==> config.mk <==
export PLATFORM = sky130hd
export DESIGN_NAME = dbg_mailbox_top
export DESIGN_NICKNAME = d
export VERILOG_FILES = /design/src/rtl/dbg_mbox_pkg.sv /design/src/rtl/mbox_decode.sv /design/src/rtl/mbox_store.sv /design/src/rtl/std_io_reg.sv /design/src/rtl/mbox_rd_port.sv /design/src/rtl/dbg_mailbox_top.sv
export SDC_FILE = /design/constraint.sdc
export NUM_CORES = 1
export LEC_CHECK = 0
export CAP_MARGIN = 5
export CORE_ASPECT_RATIO = 1.5
export CORE_MARGIN = 3
export CORE_UTILIZATION = 28
export DETAILED_ROUTE_END_ITERATION = 8
export DONT_BUFFER_PORTS = 1
export PLACE_DENSITY = 0.49
export SYNTH_ARGS = -nofsm -noshare
export SYNTH_HDL_FRONTEND = slang
export SYNTH_HIERARCHICAL = 1
export SYNTH_SLANG_ARGS = --single-unit
==> constraint.sdc <==
create_clock -name clk -period 2.4 [get_ports clk]
set_clock_uncertainty 0.2 [all_clocks]
set_input_delay 0.12 -clock clk [delete_from_list [all_inputs] [get_ports clk]]
set_output_delay 0.12 -clock clk [all_outputs]
set_load 0.01 [all_outputs]
==> src/rtl/dbg_mbox_pkg.sv <==
package dbg_mbox_pkg;
  typedef enum logic [1:0] {
    TGT_NONE = 2'd0,
    TGT_MBOX = 2'd1,
    TGT_STD  = 2'd2
  } tgt_e;
endpackage

==> src/rtl/mbox_decode.sv <==
module mbox_decode
  import dbg_mbox_pkg::*;
#(
  parameter int ADDR_W = 6,
  parameter logic [ADDR_W-1:0] MBOX_ADDR = 6'h31
) (
  input  logic [ADDR_W-1:0] addr,
  input  logic              fuse_en,
  input  logic              access_en,
  output tgt_e              tgt
);
  logic hit;
  assign hit = (addr == MBOX_ADDR);

  always_comb begin
    if (!hit)                      tgt = TGT_NONE;
    else if (fuse_en && access_en) tgt = TGT_MBOX;
    else                           tgt = TGT_STD;
  end
endmodule

==> src/rtl/mbox_store.sv <==
module mbox_store #(
  parameter int DATA_W = 8
) (
  input  logic              clk,
  input  logic              rst,
  input  logic              wr_en,
  input  logic [DATA_W-1:0] wdata,
  input  logic              clr,
  output logic [DATA_W-1:0] data_q,
  output logic              dirty_q
);
  always_ff @(posedge clk) begin
    if (rst) begin
      data_q  <= '0;
      dirty_q <= 1'b0;
    end else begin
      if (wr_en) data_q <= wdata;
      // a fresh byte outranks the acknowledge
      if (wr_en)    dirty_q <= 1'b1;
      else if (clr) dirty_q <= 1'b0;
    end
  end
endmodule

==> src/rtl/std_io_reg.sv <==
module std_io_reg #(
  parameter int DATA_W = 8
) (
  input  logic              clk,
  input  logic              rst,
  input  logic              wr_en,
  input  logic [DATA_W-1:0] wdata,
  output logic [DATA_W-1:0] q
);
  always_ff @(posedge clk) begin
    if (rst)        q <= '0;
    else if (wr_en) q <= wdata;
  end
endmodule

==> src/rtl/mbox_rd_port.sv <==
module mbox_rd_port
  import dbg_mbox_pkg::*;
#(
  parameter int DATA_W = 8
) (
  input  logic              clk,
  input  logic              rst,
  input  logic              rd,
  input  tgt_e              tgt,
  input  logic [DATA_W-1:0] mbox_data,
  input  logic              dirty,
  input  logic [DATA_W-1:0] std_data,
  output logic [DATA_W-1:0] rdata_q
);
  logic [DATA_W-1:0] mbox_view;
  logic [DATA_W-1:0] rd_next;

  // top bit of the core view carries the pending flag
  assign mbox_view = {dirty, mbox_data[DATA_W-2:0]};

  always_comb begin
    rd_next = '0;
    if (rd) begin
      unique case (tgt)
        TGT_MBOX: rd_next = mbox_view;
        TGT_STD:  rd_next = std_data;
        default:  rd_next = '0;
      endcase
    end
  end

  always_ff @(posedge clk) begin
    if (rst) rdata_q <= '0;
    else     rdata_q <= rd_next;
  end
endmodule

==> src/rtl/dbg_mailbox_top.sv <==
module dbg_mailbox_top
  import dbg_mbox_pkg::*;
#(
  parameter int ADDR_W = 6,
  parameter int DATA_W = 8,
  parameter logic [ADDR_W-1:0] MBOX_ADDR = 6'h31
) (
  input  logic              clk,
  input  logic              rst,
  input  logic [ADDR_W-1:0] cpu_addr,
  input  logic              cpu_wr,
  input  logic              cpu_rd,
  input  logic [DATA_W-1:0] cpu_wdata,
  output logic [DATA_W-1:0] cpu_rdata,
  input  logic              dbg_fuse_en,
  input  logic              dbg_access_en,
  input  logic              dbg_ready,
  output logic              dbg_valid,
  output logic [DATA_W-1:0] dbg_data
);
  tgt_e              tgt;
  logic              mbox_wr;
  logic              std_wr;
  logic [DATA_W-1:0] std_q;

  mbox_decode #(.ADDR_W(ADDR_W), .MBOX_ADDR(MBOX_ADDR)) u_dec (
    .addr(cpu_addr), .fuse_en(dbg_fuse_en), .access_en(dbg_access_en), .tgt(tgt)
  );

  assign mbox_wr = cpu_wr && (tgt == TGT_MBOX);
  assign std_wr  = cpu_wr && (tgt == TGT_STD);

  mbox_store #(.DATA_W(DATA_W)) u_mbox (
    .clk(clk), .rst(rst), .wr_en(mbox_wr), .wdata(cpu_wdata),
    .clr(dbg_ready), .data_q(dbg_data), .dirty_q(dbg_valid)
  );

  std_io_reg #(.DATA_W(DATA_W)) u_std (
    .clk(clk), .rst(rst), .wr_en(std_wr), .wdata(cpu_wdata), .q(std_q)
  );

  mbox_rd_port #(.DATA_W(DATA_W)) u_rd (
    .clk(clk), .rst(rst), .rd(cpu_rd), .tgt(tgt),
    .mbox_data(dbg_data), .dirty(dbg_valid), .std_data(std_q), .rdata_q(cpu_rdata)
  );
endmodule

==> reports/qor.csv <==
stage,metric,value,unit
cts,CTS H-tree depth,1,
logic_synthesis,Post-Syn Area per Cell,10.54,µm²
global_route,initial antenna violation count,0,
logic_synthesis,ys async rst share,0,%
cts,clock-pin slew on the worst setup and hold paths,0.08,ns
worst_setup_path,worst path cell trace,nand4bb_1 -> nor4b_2 -> and3b_1 -> mux2i_1 -> nor2_1 -> dlygate4sd3_1,
worst_setup_path,crit path kind,in -> reg,
power_and_ir_drop,Peak VDD IR,0.2106,mV
layout,Area Overhead vs Synth,15.75,%
detailed_routing,Routed WL,2183,µm
worst_setup_path,CP Launch Type,input port,
logic_synthesis,Mapped Area,1001,µm²
cts,Post-CTS Resized,0,
logic_synthesis,most common cell in the netlist,dfxtp_1,
logic_synthesis,synth top area cells,"dfxtp_1, mux2i_1, a22oi_1",
worst_setup_path,crit-path max FO,8,
logic_synthesis,top cell type's share of synthesized area,50.00,%
floorplan,die height,79.23,µm
sta,Worst-Margin Slew,0.6232,ns
floorplan,IO Count,38,
layout,Non-Filler Instances,145,
layout,layout cells sized above 1,12.62,%
global_route,grt total ovfl,0,
logic_synthesis,Cells after Synth,95,
place,DP HPWL,1555,µm
floorplan,Core ar.,3416,µm²
worst_setup_path,slowest cell on the critical path,and3b_1,
logic_synthesis,sequential share of the synthesized area,50.00,%
cts,CTS buffer count,3,
worst_setup_path,worst path required time,2.36,ns
logic_synthesis,synth cell count leaders,"dfxtp_1, mux2i_1, nor2_1",
power_and_ir_drop,Pwr Total,689.1,µW
detailed_routing,Post-DRT Antenna Nets,0,
cts,CTS max path bufs,2,
detailed_routing,DRC,0,
floorplan,Initial Util,29.30,%
logic_synthesis,Main synth FF type,dfxtp_1,
cts,clock tree sinks,25,
worst_setup_path,"slowest stage delay, CP",0.57,ns
layout,nets,127,
floorplan,die area,4343,µm²
power_and_ir_drop,leak pwr,0.3652,nW
sta,Final setup viols,0,
floorplan,number of core rows,26,
place,Post-Place Cells,130,
sta,Tmin final,2.192,ns
logic_synthesis,Yosys cell types,19,
power_and_ir_drop,power per cell area,594.8,nW/µm²
detailed_routing,via count,682,
detailed_routing,1st-iter DRT viols,8,
logic_synthesis,Ys Warns,6,
sta,post-route setup TNS,0,ns
global_route,vias in the first global route,684,
cts,worst-skew pair later-pin latency,0.26,ns
run_status,status,completed,
detailed_routing,routed len/inst,15.06,µm
cts,TritonCTS clock tree,done,
cts,Post-CTS Setup Bufs,0,
sta,Hold WS,0.1277,ns
floorplan,Die Span X,54.82,µm
detailed_routing,DR vias/cell,4.703,
global_route,largest net degree at the start of global routing,18,
sta,max-slew violation count,0,
global_route,GRT Util Overall,10.80,%
sta,RSZ-0062 raised after global routing,no,
global_route,first-pass GRT wire length,3249,µm
logic_synthesis,synthesized flop and latch total,25,
sta,period utilization,91.34,%
worst_setup_path,crit end category,flop,
layout,ant diodes,0,
job,Max Cap Viol,0,
place,I/O Buffers,0,
sta,slew margin rel.,58.31,%
worst_setup_path,crit path DAT,2.15,ns
logic_synthesis,Post-Syn Nets,118,
sta,Fin. Hold Viols,0,
place,gpl congestion,0.7096,
detailed_routing,Pre-antenna DRT Iters,3,
logic_synthesis,Yosys top cell by area,dfxtp_1,
hold_path,Tightest Hold Check Type,in -> reg,
sta,achievable frequency,0.4562,GHz
logic_synthesis,number of enable flip-flop cells after synthesis,0,
cts,Clock Tree Root,clkbuf_8,
-- path summary, 6_finish.rpt --
path	start	to	slack, ns	cells past startpoint
worst max-delay path	cpu_addr[2]	u_std/q[0]$_SDFFE_PP0P_	0.21	6
worst min-delay path	rst	u_rd/rdata_q[2]$_SDFF_PP0_	0.13	2
worst max register to register	u_std/q[0]$_SDFFE_PP0P_	u_std/q[0]$_SDFFE_PP0P_	1.04	3
worst min register to register	u_std/q[5]$_SDFFE_PP0P_	u_std/q[5]$_SDFFE_PP0P_	0.30	2
-- layout by cell type, fill, tap and decap left out --
cell            n
a21oi_1         1
a22oi_1         8
clkbuf_1        1
dfxtp_1        25
inv_1           4
nor2_1         16
nand2b_1        1
clkbuf_8        3
dlygate4sd3_1  11
mux2i_1        16
nor2_2          8
ha_1            2
nand4bb_1       1
nor4_2          1
nor4b_2         1
or3b_1          1
and3b_1         2
nand2_1         1
-- per-stage QoR --
stage | area, µm² | utilization, % | setup WS, ns
6_report | 1159 | 33.92 | 0.2079
5_1_grt | 1159 | 33.92 | 0.06091
4_1_cts | 1159 | 33.92 | 0.2096
3_5_place_dp | 1003 | 29.38 | 0.2754
3_3_place_gp | 1003 | 29.38 | 0.3222
2_1_floorplan | 1001 | - | 0.5237
-- per-layer routing --
layer | up-vias | global-route usage (%) | wire length [µm]
li1 | 335 | - | -
met1 | 320 | 11.98 | 815
met2 | 23 | 17.65 | 1170
met3 | 4 | 2.439 | 147
met4 | 0 | 6.733 | 50
met5 | - | 0 | 0
-- worst max-delay path, delay by kind of cell --
kind	cells	cell delay, ns
buffers and inverters	1	0.57
muxes	1	0.24
and+or+nand+nor	4	1.22
-- area by class of cell --
type / count / area (µm²)
inverter: 4 / 15.01
multi-input combinational: 59 / 435.4
clock buffer: 4 / 45.04
tap: 42 / 52.55
timing repair buffer: 11 / 110.1
sequential: 25 / 500.5
fill: 382 / 2257
-- timing repair --
action / in CTS / in global routing
endpoints found under the setup margin: 0 / 0
hold buffers: 11 / 0
hold endpoints to repair: 17 / 0
-- registers in the layout, indices dropped and copies added, names as in the netlist --
register / flops
u_mbox/data_q: 8
u_rd/rdata_q: 8
u_std/q: 8
u_mbox/dirty_q: 1
-- report_power, final --
| group | total (mW) | switching, mW | internal [mW] |
|---|---|---|---|
| sequential | 0.415 | 0.000471 | 0.415 |
| clock | 0.247 | 0.129 | 0.119 |
| combinational | 0.0265 | 0.0117 | 0.0148 |
| total | 0.689 | 0.141 | 0.548 |
-- logic make-up (layout without fill, tap and decap cells) --
| family | count (synthesis) | count (layout) | share of synthesized area (%) |
|---|---|---|---|
| flops | 25 | 25 | 50.00 |
| simple gates | 32 | 32 | 18.50 |
| buf+inv | 11 | 19 | 6.499 |
| compound gates | 9 | 9 | 6.500 |
| mux | 16 | 16 | 16.00 |
| fa+ha+maj | 2 | 2 | 2.500 |
(Power assumes the default switching activity.)
